## src/rtl/pla_pkg.sv

```systemverilog
package pla_pkg;

  typedef enum logic {
    CFG_RUN  = 1'b0,
    CFG_LOAD = 1'b1
  } cfg_mode_e;

  // configuration bits owned by one product term
  function automatic int term_fuses(input int nsig);
    return 2 * nsig + 1;
  endfunction

  // total configuration image length
  function automatic int image_len(input int nsig, input int nlog,
                                   input int nctl, input int nsum);
    return (nlog + nctl) * term_fuses(nsig) + nlog + nsum * nlog;
  endfunction

endpackage

```

## src/rtl/pla_cfg_chain.sv

```systemverilog
module pla_cfg_chain #(
  parameter int LEN = 2189
) (
  input  logic           clk,
  input  logic           rst_n,
  input  logic           shift_en,
  input  logic           shift_di,
  output logic [LEN-1:0] image_o
);

  logic [LEN-1:0] image_q;

  always_ff @(posedge clk or negedge rst_n) begin
    if (!rst_n) image_q <= '1;
    else if (shift_en) image_q <= {shift_di, image_q[LEN-1:1]};
  end

  assign image_o = image_q;


  map_hold_chk: assert property (@(posedge clk) disable iff (!rst_n)
    !shift_en |=> $stable(image_q));


  shift_in_chk: assert property (@(posedge clk) disable iff (!rst_n)
    shift_en |=> image_q[LEN-1] == $past(shift_di));

endmodule

```

## src/rtl/pla_and_plane.sv

```systemverilog
module pla_and_plane #(
  parameter int NSIG  = 16,
  parameter int NTERM = 45,
  parameter int NLOG  = 32,
  localparam int FW   = 2 * NSIG + 1
) (
  input  logic                clk,
  input  logic                rst_n,
  input  logic [NSIG-1:0]     sig_i,
  input  logic [NTERM*FW-1:0] fuses_i,
  input  logic                comp_i,
  output logic [NTERM-1:0]    pt_o,
  output logic [NLOG-1:0]     free_o
);

  // 1 unless a connected literal is false
  function automatic logic term_and(input logic [NSIG-1:0] s,
                                    input logic [NSIG-1:0] tmask,
                                    input logic [NSIG-1:0] cmask);
    return ~|((~s & tmask) | (s & cmask));
  endfunction

  for (genvar t = 0; t < NTERM; t++) begin : g_term
    localparam int B = t * FW;
    logic [NSIG-1:0] tm, cm;
    logic cu, raw;

    assign tm  = fuses_i[B +: NSIG];
    assign cm  = fuses_i[B+NSIG +: NSIG];
    assign cu  = fuses_i[B+2*NSIG];
    assign raw = term_and(sig_i, tm, cm);
    assign pt_o[t] = raw & ~(cu & comp_i);

    if (t < NLOG) begin : g_free
      assign free_o[t] = raw & ~cu;
    end


    contra_chk: assert property (@(posedge clk) disable iff (!rst_n)
      |(tm & cm) |-> !pt_o[t]);


    cterm_lit_chk: assert property (@(posedge clk) disable iff (!rst_n)
      (cu && comp_i) |-> !pt_o[t]);


    true_lit_chk: assert property (@(posedge clk) disable iff (!rst_n)
      pt_o[t] |-> ((sig_i & tm) == tm) && ((sig_i & cm) == '0));
  end

endmodule

```

## src/rtl/pla_comp_nor.sv

```systemverilog
module pla_comp_nor #(
  parameter int NLOG = 32
) (
  input  logic [NLOG-1:0] free_i,
  input  logic [NLOG-1:0] sel_i,
  output logic            comp_o
);

  function automatic logic nor_sel(input logic [NLOG-1:0] v,
                                   input logic [NLOG-1:0] m);
    return ~|(v & m);
  endfunction

  assign comp_o = nor_sel(free_i, sel_i);

endmodule

```

## src/rtl/pla_or_plane.sv

```systemverilog
module pla_or_plane #(
  parameter int NLOG = 32,
  parameter int NSUM = 21
) (
  input  logic                 clk,
  input  logic                 rst_n,
  input  logic [NLOG-1:0]      pt_i,
  input  logic [NSUM*NLOG-1:0] fuses_i,
  output logic [NSUM-1:0]      sum_o
);

  function automatic logic or_sel(input logic [NLOG-1:0] v,
                                  input logic [NLOG-1:0] m);
    return |(v & m);
  endfunction

  for (genvar s = 0; s < NSUM; s++) begin : g_sum
    assign sum_o[s] = or_sel(pt_i, fuses_i[s*NLOG +: NLOG]);
  end


  sum_src_chk: assert property (@(posedge clk) disable iff (!rst_n)
    |sum_o |-> |pt_i);

endmodule

```

## src/rtl/pla_sop_array.sv

```systemverilog
module pla_sop_array #(
  parameter int NDED = 4,
  parameter int NBID = 4,
  parameter int NREG = 8,
  parameter int NLOG = 32,
  parameter int NCTL = 13,
  parameter int NSUM = 21
) (
  input  logic            clk,
  input  logic            rst_n,
  input  logic            cfg_en,
  input  logic            cfg_di,
  input  logic [NDED-1:0] ded_i,
  input  logic [NBID-1:0] bid_i,
  input  logic [NREG-1:0] reg_i,
  output logic [NLOG-1:0] logic_pt_o,
  output logic [NCTL-1:0] ctrl_pt_o,
  output logic [NSUM-1:0] sum_o,
  output logic            comp_o
);
  import pla_pkg::*;

  localparam int NSIG     = NDED + NBID + NREG;
  localparam int NTERM    = NLOG + NCTL;
  localparam int FW       = term_fuses(NSIG);
  localparam int AND_BITS = NTERM * FW;
  localparam int SEL_BASE = AND_BITS;
  localparam int OR_BASE  = SEL_BASE + NLOG;
  localparam int LEN      = image_len(NSIG, NLOG, NCTL, NSUM);

  cfg_mode_e        mode;
  logic [LEN-1:0]   image;
  logic [NSIG-1:0]  sig;
  logic [NTERM-1:0] pt;
  logic [NLOG-1:0]  free;
  logic [NLOG-1:0]  sel;
  logic [NSUM-1:0]  sum;
  logic             comp;
  logic             live;

  assign mode = cfg_mode_e'(cfg_en);
  assign live = (mode == CFG_RUN);
  assign sig  = {reg_i, bid_i, ded_i};
  assign sel  = image[SEL_BASE +: NLOG];

  pla_cfg_chain #(.LEN(LEN)) u_chain (
    .clk     (clk),
    .rst_n   (rst_n),
    .shift_en(cfg_en),
    .shift_di(cfg_di),
    .image_o (image)
  );

  pla_and_plane #(.NSIG(NSIG), .NTERM(NTERM), .NLOG(NLOG)) u_and (
    .clk    (clk),
    .rst_n  (rst_n),
    .sig_i  (sig),
    .fuses_i(image[AND_BITS-1:0]),
    .comp_i (comp),
    .pt_o   (pt),
    .free_o (free)
  );

  pla_comp_nor #(.NLOG(NLOG)) u_nor (
    .free_i(free),
    .sel_i (sel),
    .comp_o(comp)
  );

  pla_or_plane #(.NLOG(NLOG), .NSUM(NSUM)) u_or (
    .clk    (clk),
    .rst_n  (rst_n),
    .pt_i   (pt[NLOG-1:0]),
    .fuses_i(image[OR_BASE +: NSUM*NLOG]),
    .sum_o  (sum)
  );

  assign logic_pt_o = live ? pt[NLOG-1:0]     : '0;
  assign ctrl_pt_o  = live ? pt[NTERM-1:NLOG] : '0;
  assign sum_o      = live ? sum              : '0;
  assign comp_o     = live & comp;


  load_quiet_chk: assert property (@(posedge clk) disable iff (!rst_n)
    cfg_en |-> (logic_pt_o == '0) && (ctrl_pt_o == '0) && (sum_o == '0) && !comp_o);


  comp_src_chk: assert property (@(posedge clk) disable iff (!rst_n)
    (!cfg_en && !comp_o) |-> |(logic_pt_o & sel));

endmodule

```

## config.mk

```make
export PLATFORM = sky130hd
export DESIGN_NAME = pla_sop_array
export DESIGN_NICKNAME = d
export VERILOG_FILES = /design/src/rtl/pla_pkg.sv /design/src/rtl/pla_cfg_chain.sv /design/src/rtl/pla_and_plane.sv /design/src/rtl/pla_comp_nor.sv /design/src/rtl/pla_or_plane.sv /design/src/rtl/pla_sop_array.sv
export SDC_FILE = /design/constraint.sdc
export NUM_CORES = 2
export LEC_CHECK = 0
export BUFFER_PORTS_ARGS = -buffer_cell sky130_fd_sc_hd__buf_4
export CAP_MARGIN = 20
export CORE_ASPECT_RATIO = 0.75
export CORE_MARGIN = 1.5
export CORE_UTILIZATION = 40
export CTS_CLUSTER_DIAMETER = 50
export CTS_CLUSTER_SIZE = 40
export DETAILED_ROUTE_END_ITERATION = 8
export PLACE_DENSITY = 0.66
export SYNTH_ARGS = -nofsm -noshare
export SYNTH_HDL_FRONTEND = slang
export SYNTH_SLANG_ARGS = --single-unit
```

## constraint.sdc

```tcl
create_clock -name clk -period 2.56 [get_ports clk]
set_input_delay 0.128 -clock clk [delete_from_list [all_inputs] [get_ports clk]]
set_output_delay 0.128 -clock clk [all_outputs]
set_load 0.02 [all_outputs]
```

# Yosys cells after proc, flatten, opt, wreduce, memory -nomap -nowiden

Index checks and enable logic that the tools add are counted.

Flip-flop bits (word level): 2,189
Bits in writable memories: 0
Bits of input ports: 20
Memories kept: 0
Output and inout port bits: 67
Memory bits (read-only): 0
Bits in latches: 0

$mul: 0
Bitwise gates (word level): 359
Equality and inequality tests: 0
Muxes and demuxes: 3
Divide/modulo/power cells: 0
Reductions and logical operators: 113
$add $sub $neg: 0
Order comparisons: 0
Shift-type cells: 0

Operator list:

| cell              | number |
|---|---|
| $and A16 B16 Y16  | 90 |
| $or A16 B16 Y16   | 45 |
| $reduce_or A16 Y1 | 45 |
| $and A32 B32 Y32  | 22 |
| $reduce_or A32 Y1 | 22 |
| $and A1 B1 Y1     | 123 |
| $not A1 Y1        | 78 |
| $logic_not A1 Y1  | 46 |
| $mux W32          | 1 |
| $mux W21          | 1 |
| $not A16 Y16      | 1 |
| $mux W13          | 1 |

# Logic depth before layout (Yosys ltp)

Depth in word-level cells: 15
Depth in mapped cells: 16
Mapped depth without buffers: 10

# Modules after synthesis

Synthesis repeated with hierarchy kept, for this count alone.

Cells, all modules: 6,331
Area total of the unflattened synthesis: 97,669.9 um^2

Modules (own cells, without submodules):

| module        | area each (um^2) | sequential area each (um^2) | cells an instance | times used |
|---|---|---|---|---|
| pla_cfg_chain | 83,597.7         | 57,516.4                    | 4,621             | 1 |
| pla_and_plane | 9,759.4          | 0.0                         | 1,110             | 1 |
| pla_or_plane  | 3,674.8          | 0.0                         | 505               | 1 |
| pla_sop_array | 475.5            | 0.0                         | 74                | 1 |
| pla_comp_nor  | 162.7            | 0.0                         | 21                | 1 |

# Worst setup path after synthesis

No wires, ideal clock.

Path type: input to output
Start: in ded_i[2]
End: out sum_o[10]
Data arrival time: 2,991 ps
Stages: 15
Required time: 2,432 ps
Slack: -559 ps
Cell sequence: buf_4 > buf_4 > mux2i_1 > nand4_1 > nor4_1 > a32oi_1 > nand4_1 > nor4_4 > buf_6 > buf_2 > and2_1 > clkbuf_1 > o22ai_1 > nor3_1 > a41oi_1

Longest elaborated chain between the ends: 15
Elaborated cells on any way between the ends: 295

RTL lines:

| element               | line                | text |
|---|---|---|
| start: declaration    | pla_sop_array.sv:13 | `input logic [NDED-1:0] ded_i,` |
| $not A16 Y16          | pla_and_plane.sv:20 | `return ~\|((~s & tmask) \| (s & cmask));` |
| $and A16 B16 Y16      | pla_and_plane.sv:20 |  |
| $or A16 B16 Y16       | pla_and_plane.sv:20 |  |
| $reduce_or A16 Y1     | pla_and_plane.sv:20 |  |
| $logic_not A1 Y1      | pla_and_plane.sv:20 |  |
| $and A1 B1 Y1         | pla_and_plane.sv:35 | `assign free_o[t] = raw & ~cu;` |
| $and A32 B32 Y32      | pla_comp_nor.sv:11  | `return ~\|(v & m);` |
| $reduce_or A32 Y1     | pla_comp_nor.sv:11  |  |
| $logic_not A1 Y1      | pla_comp_nor.sv:11  |  |
| $and A1 B1 Y1         | pla_and_plane.sv:32 | `assign pt_o[t] = raw & ~(cu & comp_i);` |
| $not A1 Y1            | pla_and_plane.sv:32 |  |
| $and A1 B1 Y1         | pla_and_plane.sv:32 |  |
| $and A32 B32 Y32 (*)  | pla_or_plane.sv:14  | `return \|(v & m);` |
| $reduce_or A32 Y1 (*) | pla_or_plane.sv:14  |  |
| $mux W21 (*)          | pla_sop_array.sv:80 | `assign sum_o = live ? sum : '0;` |
| end: declaration      | pla_sop_array.sv:18 | `output logic [NSUM-1:0] sum_o,` |

Mark *: on every way between the ends. The rest lies on a longest branch, timed or not.

# Final worst setup path

Start: reg u_chain.image_q[581] (netlist: u_chain.image_o[581])
End: out sum_o[15]

Longest elaborated chain between the ends: 14
Elaborated cells on any way between the ends: 107

RTL lines:

| element                  | line                | text |
|---|---|---|
| start: declaration       | pla_cfg_chain.sv:11 | `logic [LEN-1:0] image_q;` |
| start signal: assignment | pla_cfg_chain.sv:15 | `else if (shift_en) image_q <= {shift_di, image_q[LEN-1:1]};` |
| $and A16 B16 Y16 (*)     | pla_and_plane.sv:20 |  |
| $or A16 B16 Y16 (*)      | pla_and_plane.sv:20 |  |
| $reduce_or A16 Y1 (*)    | pla_and_plane.sv:20 |  |
| $logic_not A1 Y1 (*)     | pla_and_plane.sv:20 |  |
| $and A1 B1 Y1            | pla_and_plane.sv:35 |  |
| $and A32 B32 Y32         | pla_comp_nor.sv:11  |  |
| $reduce_or A32 Y1        | pla_comp_nor.sv:11  |  |
| $logic_not A1 Y1         | pla_comp_nor.sv:11  |  |
| $and A1 B1 Y1            | pla_and_plane.sv:32 |  |
| $not A1 Y1               | pla_and_plane.sv:32 |  |
| $and A1 B1 Y1            | pla_and_plane.sv:32 |  |
| $and A32 B32 Y32 (*)     | pla_or_plane.sv:14  |  |
| $reduce_or A32 Y1 (*)    | pla_or_plane.sv:14  |  |
| $mux W21 (*)             | pla_sop_array.sv:80 |  |

Marked as above.

==> impl_metrics.tcl <==
set metrics [dict create \
    yosys_warnings 0 \
    start_util_pct 40.2 \
    clkPwrFrac_pct 39.1 \
    core_sq_mm 0.250 \
    largest_reg_flops 2189 \
    finalWorstSetupSlack_ps -2290 \
    period_needed_ps 4850 \
    grt_util_all_layers_pct 23.3 \
    hp-class "input pin to flip-flop" \
    drive_above_1_share_pct 74.3 \
    die-area_sq_mm 0.254 \
    path_common_cell "buf_4" \
    end_kind "output port" \
    drv_slew 0 \
    clock_latency_ps 920 \
    path_clk_slew_ps 80 \
    failed_checks "setup timing" \
    fillers 20900 \
    internal_power_mw 57.3 \
    die_y_um 437 \
    dieWidth_um 582 \
    cp_data_required_time_ps 2430 \
    fin_nets 8618 \
    clockBufferDepth 4 \
    tightest_slew_ps 890 \
    ios 87 \
    antenna_left 0 \
    drv_cap 0 \
    overflow 0 \
    finalClockSkew_ps 75.7 \
    outcome "complete, but fails checks" \
    drt_iter0_drc 6377 \
    timing_hold_violations_final 0 \
    syn-cell-area_sq_mm 0.100 \
    slowest_stage "or4_1" \
    multi_input_area_sq_mm 0.0424 \
    cp_top_family "simple AND/OR/NAND/NOR gates" \
    finish.utilization_pct 50.2 \
    setup_viol 67 \
    cts_max_level 4 \
    clock.fmax_ghz 0.206 \
    drt_first_pass_iters 8 \
    grt_pass1_vias 69300 \
    power.leakage_nw 55.1 \
    cts_buffers 198 \
    maxSlewHeadroom_pct 40.7 \
    switching_share_pct 30.3 \
    ff_latch_area_sq_mm 0.0575 \
    rows 159 \
    grt_max_degree 147 \
    syn_area_per_cell_sq_um 13.6 \
    path_cells "mux2i_1, nand4_1, nor4_4, buf_4, a32oi_2, buf_4, nand4_1, nor4_4, buf_6, buf_12, buf_16, buf_4, a21oi_1, or4_1, nor3_2, a41oi_4, buf_6" \
    power_switching_mw 25.0 \
    worstPathArrival_ps 4720 \
    drc 0 \
    cts_tree "built" \
    antenna_found_initial 5 \
    wl_um 303000 \
    instances_no_fill 12100 \
    rsz0062_at_grt "true" \
    postSynthCellCount 7397 \
    yosysSeqAreaShare_pct 57.2 \
    synthesis.nets 7417 \
    path_buf_inv 7 \
    dp_hpwl_um 192000 \
    seq_power_share_pct 44.6 \
    power_density_mw_per_mm2 656 \
    dp.cells 11600 \
    fin_crit_sh_pct 189 \
    clockRootBuffer "clkbuf_16" \
    path_max_fanout 6 \
    area_growth_pct 24.9 \
    port_buffers 86 \
    vias 67100 \
    gp_congestion 0.907 \
    combPwrFrac_pct 16.3 \
    clock-sinks 2189 \
    cp-start-kind "flip-flop" \
    synth-seq-cells 2189 \
    wl_per_cell_um 25.1 \
    max_stage_delay_ps 570 \
    grt_pass1_wl_um 451000 \
    ir_drop_v 0.000674 \
    path_class "flip-flop to output port" \
    vias_per_cell 5.56 \
    synth_cell_type_count 30 \
]
cell type report:
type | instances | area share (%)
clock buffers | 216 | 4.09
inverters | 16 | 0.0479
repair buffers | 1514 | 11.4
diodes | 4 | 0.00798
flip-flops and latches | 2189 | 45.8
well taps | 3300 | 3.29
multi-input cells | 4679 | 33.8
clock inverters | 143 | 1.49
final timing paths:
| path | startpoint | end | slack, ps | cells after the start |
|---|---|---|---|---|
| hold / removal | cfg_en | u_chain.image_o[1831]$_DFFE_PN1P_ | 10 | 3 |
| min in group asynchronous | rst_n | u_chain.image_o[1093]$_DFFE_PN1P_ | 330 | 2 |
| hold reg to reg | u_chain.image_o[891]$_DFFE_PN1P_ | u_chain.image_o[890]$_DFFE_PN1P_ | 570 | 3 |
| setup / recovery | u_chain.image_o[581]$_DFFE_PN1P_ | sum_o[15] | -2290 | 17 |
| max in group asynchronous | rst_n | u_chain.image_o[1952]$_DFFE_PN1P_ | 1450 | 3 |
| setup reg to reg | u_chain.image_o[461]$_DFFE_PN1P_ | u_chain.image_o[460]$_DFFE_PN1P_ | 860 | 2 |
synth_stat cells:
cell type	number	area, sq um
a2111oi_0	11	96.3
a211o_1	2	17.5
a211oi_1	2	15.0
a21oi_1	349	1750
a32oi_1	16	140
a41oi_1	21	184
and2_0	5	31.3
and2_1	11	68.8
buf_1	26	97.6
buf_2	41	205
buf_4	53	398
buf_6	19	214
clkbuf_1	373	1400
clkbuf_2	1	5.00
dfstp_2	2189	57500
inv_1	16	60.1
mux2_2	2179	24500
mux2i_1	699	7000
nand2_1	749	2810
nand3_1	9	45.0
nand4_1	164	1030
nor2_1	16	60.1
nor2b_1	32	200
nor3_1	84	420
nor3b_1	16	120
nor4_1	45	282
nor4_4	1	21.3
o21ai_0	16	80.1
o22ai_1	168	1050
or4_1	84	631
metrics by stage:
stage | total power, mW | TNS, ps | instance area [sq um] | setup WS, ps | hold slack [ps]
floorplan | 42.1 | -9050 | 101000 | -378 | -19.8
global placement | 49.7 | -74880 | 116000 | -1800 | 365
detailed placement | 49.8 | -75970 | 116000 | -1770 | 370
CTS | 82.4 | -112340 | 125000 | -2210 | 8.57
global route | 84.5 | -122570 | 125000 | -2360 | 16.0
finish | 82.3 | -115670 | 125000 | -2290 | 11.0
power groups by stage:
| stage | Clock (mW) | Sequential, mW | Combinational, mW |
|---|---|---|---|
| 3_3_place_gp | 0 | 37.2 | 12.5 |
| 3_5_place_dp | 0 | 37.2 | 12.6 |
| 5_1_grt | 34.2 | 36.8 | 13.5 |
| 6_report | 32.2 | 36.7 | 13.4 |
| 2_1_floorplan | 0 | 37.0 | 5.06 |
| 4_1_cts | 32.8 | 36.7 | 12.9 |
routing by layer:
metal | share of wire, % | global-route usage [%] | up-vias
met5 | 0.036 | 0.226 | -
met4 | 3.7 | 7.77 | 5
met3 | 7.9 | 4.99 | 776
met2 | 44 | 35.1 | 2428
met1 | 45 | 33.2 | 34600
li1 | - | - | 29300
tightest hold or removal path: cells and delay by family:
family                 cells  cell delay [ps]
buffers and inverters      2              500
multiplexers               1              230
cells in the final DEF (no fill, tap or decap), types with 24 or more instances in the layout:
| master | Yosys | layout |
|---|---|---|
| a21oi_1 | 349 | 331 |
| buf_12 | 0 | 178 |
| buf_4 | 53 | 1249 |
| buf_6 | 19 | 50 |
| clkbuf_16 | 0 | 212 |
| clkinv_8 | 0 | 25 |
| dfstp_2 | 2189 | 2189 |
| inv_6 | 0 | 24 |
| mux2_2 | 2179 | 2179 |
| mux2i_1 | 699 | 690 |
| nand2_1 | 749 | 736 |
| nand4_1 | 164 | 164 |
| nor2b_1 | 32 | 31 |
| nor3_2 | 0 | 61 |
| nor4_4 | 1 | 33 |
| o22ai_1 | 168 | 163 |
| or4_1 | 84 | 47 |
| or4_4 | 0 | 37 |
cell families (layout without fill, tap and decap cells):
kind of cell           count (synthesis)  after routing  share of synthesized area [%]
other                                  0              4                              0
AO/OA/AOI/OAI                        585            585                           3.31
buffers and inverters                529           1889                           2.37
multiplexers                        2878           2878                           31.4
flip-flops                          2189           2189                           57.2
AND/OR/NAND/NOR                     1216           1216                           5.69
timing repair:
item                                    in CTS  in global routing
setup buffers                               22                 20
cloned                                       7                 15
resized for setup                          159                 90
pin swaps                                   99                 97
hold endpoints to repair                   136                  0
hold buffers                                 3                  0
endpoints found under the setup margin      67                 67
Power figures use the tool's default switching activity.
